### config.mk
export PLATFORM = sky130hd
export DESIGN_NAME = hub_ls_gate
export DESIGN_NICKNAME = d
export VERILOG_FILES = /design/src/rtl/hub_ls_gate_pkg.sv /design/src/rtl/hub_ls_gate_eop.sv /design/src/rtl/hub_ls_gate_seq.sv /design/src/rtl/hub_ls_gate_port.sv /design/src/rtl/hub_ls_gate.sv
export SDC_FILE = /design/constraint.sdc
export NUM_CORES = 1
export LEC_CHECK = 0
export ABC_AREA = 1
export BUFFER_PORTS_ARGS = -buffer_cell sky130_fd_sc_hd__buf_2
export CAP_MARGIN = 15
export CORE_MARGIN = 4
export CORE_UTILIZATION = 45
export DETAILED_ROUTE_END_ITERATION = 8
export GPL_TIMING_DRIVEN = 1
export PLACE_DENSITY_LB_ADDON = 0.08
export RECOVER_POWER = 25
export SYNTH_ARGS = -nofsm -noshare
export SYNTH_HDL_FRONTEND = slang
export SYNTH_SLANG_ARGS = --single-unit
### constraint.sdc
create_clock -name clk -period 1.6 [get_ports clk]
set_clock_uncertainty 0.15 [all_clocks]
set_input_delay 0.48 -clock clk [delete_from_list [all_inputs] [get_ports clk]]
set_output_delay 0.48 -clock clk [all_outputs]
set_load 0.02 [all_outputs]
### src/rtl/hub_ls_gate_pkg.sv
package hub_ls_gate_pkg;

    // Two-bit line state encoding used on every symbol port
    typedef enum logic [1:0] {
        SYM_SE0 = 2'b00,
        SYM_J   = 2'b01,
        SYM_K   = 2'b10,
        SYM_SE1 = 2'b11
    } line_sym_e;

    // Repeater gate sequence
    typedef enum logic [1:0] {
        ST_IDLE     = 2'b00,
        ST_FS_PKT   = 2'b01,
        ST_PRE_WAIT = 2'b10,
        ST_LS_ACT   = 2'b11
    } gate_st_e;

endpackage

### src/rtl/hub_ls_gate_eop.sv
module hub_ls_gate_eop
    import hub_ls_gate_pkg::*;
#(
    parameter int MIN_SE0 = 1
) (
    input  logic       clk,
    input  logic       rst_n,
    input  logic [1:0] sym_i,
    output logic       eop_o
);
    localparam int SW = $clog2(MIN_SE0 + 1);

    typedef struct packed {
        logic [SW-1:0] se0_run;
    } eop_t;

    eop_t cur_q, nxt_d;

    always_comb begin
        nxt_d = cur_q;
        if (line_sym_e'(sym_i) == SYM_SE0) begin
            if (cur_q.se0_run != SW'(MIN_SE0))
                nxt_d.se0_run = cur_q.se0_run + SW'(1);
        end else begin
            nxt_d.se0_run = '0;
        end
    end

    always_ff @(posedge clk) begin
        if (!rst_n) cur_q <= '0;
        else        cur_q <= nxt_d;
    end

    assign eop_o = (cur_q.se0_run == SW'(MIN_SE0)) && (line_sym_e'(sym_i) == SYM_J);


    eop_after_se0_chk: assert property (@(posedge clk) disable iff (!rst_n)
        eop_o |-> (line_sym_e'($past(sym_i)) == SYM_SE0));

endmodule

### src/rtl/hub_ls_gate_seq.sv
module hub_ls_gate_seq
    import hub_ls_gate_pkg::*;
#(
    parameter int LS_DELAY = 2
) (
    input  logic       clk,
    input  logic       rst_n,
    input  logic [1:0] sym_i,
    input  logic       eop_i,
    input  logic       pid_stb_i,
    input  logic       pid_pre_i,
    output logic       fs_fwd_o,
    output logic       ls_fwd_o,
    output logic [1:0] state_o
);
    localparam int CW = $clog2(LS_DELAY + 1);

    typedef struct packed {
        gate_st_e      st;
        logic [CW-1:0] cnt;
    } seq_t;

    seq_t cur_q, nxt_d;
    logic fs_fwd, ls_fwd;

    always_comb begin
        nxt_d  = cur_q;
        fs_fwd = 1'b0;
        ls_fwd = 1'b0;
        unique case (cur_q.st)
            ST_IDLE: begin
                if (line_sym_e'(sym_i) == SYM_K) begin
                    nxt_d.st = ST_FS_PKT;
                    fs_fwd   = 1'b1;
                end
            end
            ST_FS_PKT: begin
                fs_fwd = 1'b1;
                if (eop_i) begin
                    nxt_d.st = ST_IDLE;
                end else if (pid_stb_i && pid_pre_i) begin
                    nxt_d.st  = ST_PRE_WAIT;
                    nxt_d.cnt = CW'(LS_DELAY);
                end
            end
            ST_PRE_WAIT: begin
                fs_fwd = 1'b1;
                if (eop_i) begin
                    nxt_d.st  = ST_IDLE;
                    nxt_d.cnt = '0;
                end else if (cur_q.cnt <= CW'(1)) begin
                    nxt_d.st  = ST_LS_ACT;
                    nxt_d.cnt = '0;
                    ls_fwd    = 1'b1;
                end else begin
                    nxt_d.cnt = cur_q.cnt - CW'(1);
                end
            end
            ST_LS_ACT: begin
                fs_fwd = 1'b1;
                ls_fwd = 1'b1;
                if (eop_i) nxt_d.st = ST_IDLE;
            end
            default: nxt_d.st = ST_IDLE;
        endcase
    end

    always_ff @(posedge clk) begin
        if (!rst_n) begin
            cur_q.st  <= ST_IDLE;
            cur_q.cnt <= '0;
        end else begin
            cur_q <= nxt_d;
        end
    end

    assign fs_fwd_o = fs_fwd;
    assign ls_fwd_o = ls_fwd;
    assign state_o  = cur_q.st;


    pre_cnt_range_chk: assert property (@(posedge clk) disable iff (!rst_n)
        (cur_q.st == ST_PRE_WAIT) |-> (cur_q.cnt != '0 && cur_q.cnt <= CW'(LS_DELAY)));


    ls_entry_path_chk: assert property (@(posedge clk) disable iff (!rst_n)
        (cur_q.st == ST_LS_ACT && $past(cur_q.st) != ST_LS_ACT) |-> ($past(cur_q.st) == ST_PRE_WAIT));

endmodule

### src/rtl/hub_ls_gate_port.sv
module hub_ls_gate_port
    import hub_ls_gate_pkg::*;
(
    input  logic       clk,
    input  logic       rst_n,
    input  logic       en_i,
    input  logic       ls_i,
    input  logic       fs_fwd_i,
    input  logic       ls_fwd_i,
    input  logic [1:0] sym_i,
    output logic       drive_o,
    output logic       ls_sel_o,
    output logic [1:0] sym_o
);
    typedef struct packed {
        logic      drive;
        logic      ls_sel;
        line_sym_e sym;
    } port_t;

    port_t cur_q, nxt_d;
    logic  fwd;

    always_comb begin
        fwd          = ls_i ? ls_fwd_i : fs_fwd_i;
        nxt_d.drive  = en_i & fwd;
        nxt_d.ls_sel = en_i & fwd & ls_i;
        nxt_d.sym    = (en_i & fwd) ? line_sym_e'(sym_i) : SYM_J;
    end

    always_ff @(posedge clk) begin
        if (!rst_n) begin
            cur_q.drive  <= 1'b0;
            cur_q.ls_sel <= 1'b0;
            cur_q.sym    <= SYM_J;
        end else begin
            cur_q <= nxt_d;
        end
    end

    assign drive_o  = cur_q.drive;
    assign ls_sel_o = cur_q.ls_sel;
    assign sym_o    = cur_q.sym;


    disabled_port_quiet_chk: assert property (@(posedge clk) disable iff (!rst_n)
        !$past(en_i) |-> !cur_q.drive);


    undriven_line_j_chk: assert property (@(posedge clk) disable iff (!rst_n)
        !cur_q.drive |-> (cur_q.sym == SYM_J));

endmodule

### src/rtl/hub_ls_gate.sv
module hub_ls_gate
    import hub_ls_gate_pkg::*;
#(
    parameter int N_PORTS  = 4,
    parameter int LS_DELAY = 2,
    parameter int MIN_SE0  = 1
) (
    input  logic                   clk,
    input  logic                   rst_n,
    input  logic [1:0]             us_sym_i,
    input  logic                   pid_stb_i,
    input  logic                   pid_pre_i,
    input  logic [N_PORTS-1:0]     port_en_i,
    input  logic [N_PORTS-1:0]     port_ls_i,
    output logic [N_PORTS-1:0]     dn_drive_o,
    output logic [N_PORTS-1:0]     dn_ls_sel_o,
    output logic [2*N_PORTS-1:0]   dn_sym_o,
    output logic                   us_ls_sel_o
);
    logic       eop_w;
    logic       fs_fwd_w;
    logic       ls_fwd_w;
    logic [1:0] state_w;

    hub_ls_gate_eop #(.MIN_SE0(MIN_SE0)) u_eop (
        .clk   (clk),
        .rst_n (rst_n),
        .sym_i (us_sym_i),
        .eop_o (eop_w)
    );

    hub_ls_gate_seq #(.LS_DELAY(LS_DELAY)) u_seq (
        .clk       (clk),
        .rst_n     (rst_n),
        .sym_i     (us_sym_i),
        .eop_i     (eop_w),
        .pid_stb_i (pid_stb_i),
        .pid_pre_i (pid_pre_i),
        .fs_fwd_o  (fs_fwd_w),
        .ls_fwd_o  (ls_fwd_w),
        .state_o   (state_w)
    );

    for (genvar p = 0; p < N_PORTS; p++) begin : g_port
        hub_ls_gate_port u_port (
            .clk      (clk),
            .rst_n    (rst_n),
            .en_i     (port_en_i[p]),
            .ls_i     (port_ls_i[p]),
            .fs_fwd_i (fs_fwd_w),
            .ls_fwd_i (ls_fwd_w),
            .sym_i    (us_sym_i),
            .drive_o  (dn_drive_o[p]),
            .ls_sel_o (dn_ls_sel_o[p]),
            .sym_o    (dn_sym_o[2*p +: 2])
        );
    end

    // Upstream-bound repeating never uses the low-speed drivers
    assign us_ls_sel_o = 1'b0;


    eop_closes_ls_chk: assert property (@(posedge clk) disable iff (!rst_n)
        eop_w |=> !ls_fwd_w);


    idle_no_drive_chk: assert property (@(posedge clk) disable iff (!rst_n)
        (gate_st_e'(state_w) == ST_IDLE && line_sym_e'(us_sym_i) != SYM_K) |=> (dn_drive_o == '0));


    ls_rise_source_chk: assert property (@(posedge clk) disable iff (!rst_n)
        $rose(|dn_ls_sel_o) |-> $past(ls_fwd_w));

endmodule

==> run summary, run 1 <==
Combinational power share -> 37.7%
Worst R2R Setup Slack -> 260 ps
Die area -> 2750 sq um
Vias per Instance -> 4.22
DR pass1 iterations -> 4
Synth Instances -> 116
CP max-delay cell -> dfxtp_1
Top_reg_cell synth -> dfxtp_1
Core ar. -> 1800 sq um
CTS resizes -> 0
ANT nets after route -> 0
Leakage dissipation -> 0.566 nW
Commonest non-fill, non-tap cells in the layout -> 30 x nand2_1, 27 x buf_2, 21 x dfxtp_1, 16 x inv_1, 16 x nor2_1
Final core utilization -> 57.1%
Worst R2R Start -> u_seq.state_o[0]
Routability cong. -> 0.720
Buf/Inv on CP -> 1
Clock Power Share -> 16.5%
Initial Util -> 49.3%
HP Class -> in -> reg
Max-Cap Viols -> 0
Vias in the first global route -> 598
Int Pwr -> 0.000894 W
Worst Hold End -> u_eop.cur_q
Placed cell areas -> 1000 sq um
Final setup viols -> 0
WL per Instance -> 8.92 um
CTS Root Cell -> clkbuf_4
H-Tree Depth -> 1
Number of flops mapped to enable cells by yosys -> 0
Switching share of power -> 37.7%
Final instance area -> 1030 sq um
Clock net sink count -> 21
Syn. warnings -> 0
Cell family with most CP delay -> flip-flops
Yosys reg bits -> 21
Crit path launch type -> flop
Die Wd -> 52.4 um
CP Max Fanout -> 1
CTS Buf Count -> 3
Most common library cell in the layout ignoring fill and taps -> nand2_1
CTS Hold Bufs -> 0
GRT Util Overall -> 12.0%
Port bufs -> 29
Critical Path RT -> 970 ps
Drt first-iter violations -> 7
Worst Path Arrival -> 820 ps
Vias -> 701
Post-CTS Setup Bufs -> 0
Hold path start -> us_sym_i[1]
Tcrit/Tclk final -> 90.7%
CTS tree -> built
Total chip power -> 0.00143 W
CP Cell Sequence -> clkbuf_1
Clock Path Buffers -> 2
CTS clk-pin slew, worst paths -> 100 ps
RSZ-0062 raised after global routing -> false
Sw Pwr -> 0.000541 W
Reg power frac -> 45.7%
First-pass GRT wire length -> 2440 um
Layout Area Growth over Synthesis -> 15.8%
End of the worst register-to-register path -> g_port[1].u_port.sym_o[0]
Nets -> 156
Mean Syn Cell Area -> 7.66 sq um
Synth Cell Area -> 888 sq um
DRC viols -> 0
Gr ovfl total -> 0
Register area share after synthesis -> 47.3%
Min-Delay Path Depth -> 2
Peak supply drop -> 0.751 mV
Initial antenna violation count -> 0
Row cnt -> 15
Max Fclk -> 689 MHz
Share of layout cells above drive strength 1 -> 30.5%
Post-DP HPWL -> 1220 um
Outcome -> finished, final reports clean
ANT cells -> 0
I/O pin count -> 31
Synth Net Count -> 130
Die height -> 52.4 um
Ys async rst share -> 0%
Tmin final -> 1450 ps
CP endpoint kind -> primary output
Final Slew Violations -> 0
Unique masters post-synth -> 20
Register-to-Register Path Depth -> 9
Post-Route WL -> 1480 um
Critical path type -> reg -> out
Pin count of the biggest net entering global routing -> 12
Pwr per Cell Area -> 1400 nW/um^2
Clock latency on the worst-skew pair -> 280 ps
Hold Vio Cnt, Final -> 0
CP peak stage delay -> 320 ps
-- layer usage --
metal / track usage [%] / share of wire [%]
met5: 0 / 0
met4: 5.11 / 0.68
met3: 2.56 / 6.5
met2: 19.8 / 46
met1: 14.9 / 46
-- logic make-up (layout without fill, tap and decap cells) --
group	count (synthesis)	after routing	share of synthesized area, %
other	1	1	0.422
flip-flops	21	21	47.3
AND/OR/NAND/NOR	59	59	29.9
buffers and inverters	28	53	15.6
AO/OA/AOI/OAI	7	7	6.76
-- sequential cells by signal, indices dropped and copies added (netlist names) --
name,cells
u_eop.cur_q,1
u_seq.state_o,2
g_port.u_port.ls_sel_o,4
g_port.u_port.sym_o,8
u_seq.cur_q,2
g_port.u_port.drive_o,4
-- stage by stage --
step                instances  setup WS, ps  TNS, ps  hold slack (ps)
finish                    166           149        0              216
global route              166           113        0              210
CTS                       166           187        0              204
detailed placement        162         -8.76    -8.76              326
global placement          162          18.2        0              325
floorplan                 116           238        0              307
-- power groups by stage --
stage	clock network, W	logic (W)	registers, W
after floorplan	0	0.000441	0.000677
after global placement	0	0.000544	0.000670
after detailed placement	0	0.000546	0.000669
after CTS	0.000250	0.000549	0.000656
after global routing	0.000268	0.000624	0.000667
final	0.000237	0.000542	0.000656
-- cell type report --
type | instances | area, sq um
inverter | 19 | 71.3
tap | 25 | 31.3
sequential | 21 | 420
clock buffer | 4 | 26.3
fill | 187 | 773
multi-input combinational | 67 | 329
timing repair buffer | 30 | 150
-- cell usage after synthesis (2+ instances only) --
master    n  area, sq um
dfxtp_1  21          420
nand3_1   6         30.0
nor2_1   16         60.1
o21ai_0   2         10.0
inv_2     3         11.3
buf_4     9         67.6
nand2_1  30          113
inv_1    16         60.1
nor2_2    2         12.5
-- worst max path at each step --
stage                                           end                      start  slack, ps  cells after the start
after floorplan                    u_seq.state_o[0]                us_sym_i[1]        240                      8
after global placement             u_seq.state_o[0]                us_sym_i[1]         20                      9
after detailed placement           u_seq.state_o[0]                us_sym_i[1]         -9                      9
after CTS                               dn_sym_o[3]  g_port[1].u_port.sym_o[1]        190                      1
after global routing      g_port[1].u_port.sym_o[0]           u_seq.state_o[0]        110                      9
final                                 dn_drive_o[0]   g_port[0].u_port.drive_o        150                      1
No activity file was read; power rests on OpenSTA's default activity.
==> run 2: changes to the inputs <==
--- a/config.mk
+++ b/config.mk
@@ -10,6 +10,7 @@
 export CAP_MARGIN = 15
 export CORE_MARGIN = 4
 export CORE_UTILIZATION = 45
+export CTS_BUF_LIST = sky130_fd_sc_hd__clkbuf_8
 export DETAILED_ROUTE_END_ITERATION = 8
 export GPL_TIMING_DRIVEN = 1
 export PLACE_DENSITY_LB_ADDON = 0.08
==> run 2 against run 1 <==
  * Global-route usage up 0.059 points
  * Maximum frequency up 3.0%
  * Via count up 0.71%
  * Sequential power about the same
  * Critical endpoint is now dn_ls_sel_o[1]
==> run summary, run 2 (synthesis results as in run 1) <==
Final Slew Violations -> 0 (unchanged)
Vias in the first global route -> 609 (+1.8%)
Cell family with most CP delay -> flip-flops
Min-Delay Path Depth -> 2 (unchanged)
Die Wd -> 52.4 um (unchanged)
Outcome -> finished, final reports clean
CTS tree -> built
Clock Path Buffers -> 2 (unchanged)
Tcrit/Tclk final -> 88.0% (-2.7 points)
Vias -> 706 (+0.71%)
Pwr per Cell Area -> 1460 nW/um^2 (+4.3%)
Total chip power -> 0.00151 W (+5.6%)
CTS Buf Count -> 3 (unchanged)
Crit path launch type -> flop
Post-CTS Setup Bufs -> 0 (unchanged)
Layout Area Growth over Synthesis -> 17.2%
Commonest non-fill, non-tap cells in the layout -> 30 x nand2_1, 22 x buf_2, 21 x dfxtp_1, 17 x inv_1, 16 x nor2_1
Leakage dissipation -> 0.566 nW (about the same)
GRT Util Overall -> 12.1% (+0.059 points)
Vias per Instance -> 4.25 (+0.71%)
CP endpoint kind -> primary output
CP Max Fanout -> 1 (unchanged)
HP Class -> in -> reg
I/O pin count -> 31 (unchanged)
Max reg flops -> 8 (unchanged)
CP peak stage delay -> 310 ps (about the same)
Max-Cap Viols -> 0 (unchanged)
Hold Vio Cnt, Final -> 0 (unchanged)
Pin count of the biggest net entering global routing -> 12 (unchanged)
Worst Path Arrival -> 780 ps (-40 ps)
Worst R2R Setup Slack -> 280 ps (+20 ps)
Buf/Inv on CP -> 1 (unchanged)
Post-DP HPWL -> 1220 um (unchanged)
Peak supply drop -> 0.901 mV (+20%)
Share of layout cells above drive strength 1 -> 27.0% (-3.5 points)
ANT nets after route -> 0 (unchanged)
CP Cell Sequence -> clkbuf_1
Register-to-Register Path Depth -> 9 (unchanged)
DRC viols -> 0 (unchanged)
Critical path type -> reg -> out
Initial Util -> 49.3% (unchanged)
Core ar. -> 1800 sq um (unchanged)
Most common library cell in the layout ignoring fill and taps -> nand2_1
Max Fclk -> 710 MHz (+3.0%)
First-pass GRT wire length -> 2460 um (+0.86%)
Initial antenna violation count -> 0 (unchanged)
RSZ-0062 raised after global routing -> false
Die area -> 2750 sq um (unchanged)
CTS Hold Bufs -> 0 (unchanged)
DR pass1 iterations -> 4 (unchanged)
Drt first-iter violations -> 8 (+1)
Hold WS -> 258 ps (+41.1 ps)
Nets -> 156 (unchanged)
Gr ovfl total -> 0 (unchanged)
CTS Root Cell -> clkbuf_8
WL per Instance -> 9.02 um (+1.1%)
H-Tree Depth -> 1 (unchanged)
Final setup viols -> 0 (unchanged)
Critical Path RT -> 970 ps (about the same)
Routability cong. -> 0.720 (unchanged)
Clock latency on the worst-skew pair -> 250 ps (-30 ps)
Row cnt -> 15 (unchanged)
ANT cells -> 0 (unchanged)
Post-Route WL -> 1500 um (+1.1%)
Stages on the worst setup path -> 1 (unchanged)
Tmin final -> 1410 ps (-42.6 ps)
Die height -> 52.4 um (unchanged)
CTS clk-pin slew, worst paths -> 70 ps (-30 ps)
Clock net sink count -> 21 (unchanged)
Port bufs -> 29 (unchanged)
CTS resizes -> 0 (unchanged)
CP max-delay cell -> dfxtp_1
==> run 2: final cells by class <==
cell class,count,area [sq um]
fillers,189,761
flip-flops and latches,21,420
multi-input cells,67,329
repair buffers,30,144
inverters,19,71.3
clock buffers,3,41.3
well taps,25,31.3
clock inverters,1,3.75
==> run 2: power by group <==
group,switching [W],internal (W),total [W]
logic,0.000340,0.000199,0.000539
registers,0.0000600,0.000596,0.000656
clock network,0.000150,0.000170,0.000320
==> run 2: routing by layer <==
metal	wire length [um]	part of all wire (%)	global-route usage (%)	up-vias
met4	7	0.47	5.11	0
met2	684	46	20.0	19
met1	714	48	14.9	297
met3	91	6.1	2.56	2
met5	0	0	0	-
li1	-	-	-	388
==> run 2: path summary, 6_finish.rpt <==
path,end,startpoint
worst max register to register,g_port[3].u_port.sym_o[0],u_seq.state_o[0]
worst min-delay path,u_eop.cur_q,us_sym_i[1]
worst min register to register,u_seq.cur_q[0],u_seq.cur_q[0]
worst max-delay path,dn_ls_sel_o[1],g_port[1].u_port.ls_sel_o
==> run 2: metrics by stage <==
step                cell area, sq um  setup TNS, ps  instances  setup WS (ps)  utilization [%]
floorplan                        888              0        116            238                -
finish                          1040              0        166            192             57.8
global route                    1040              0        166            119             57.8
detailed placement              1000          -8.76        162          -8.76             55.8
global placement                1000              0        162           18.2             55.8
CTS                             1050              0        166            244             58.3
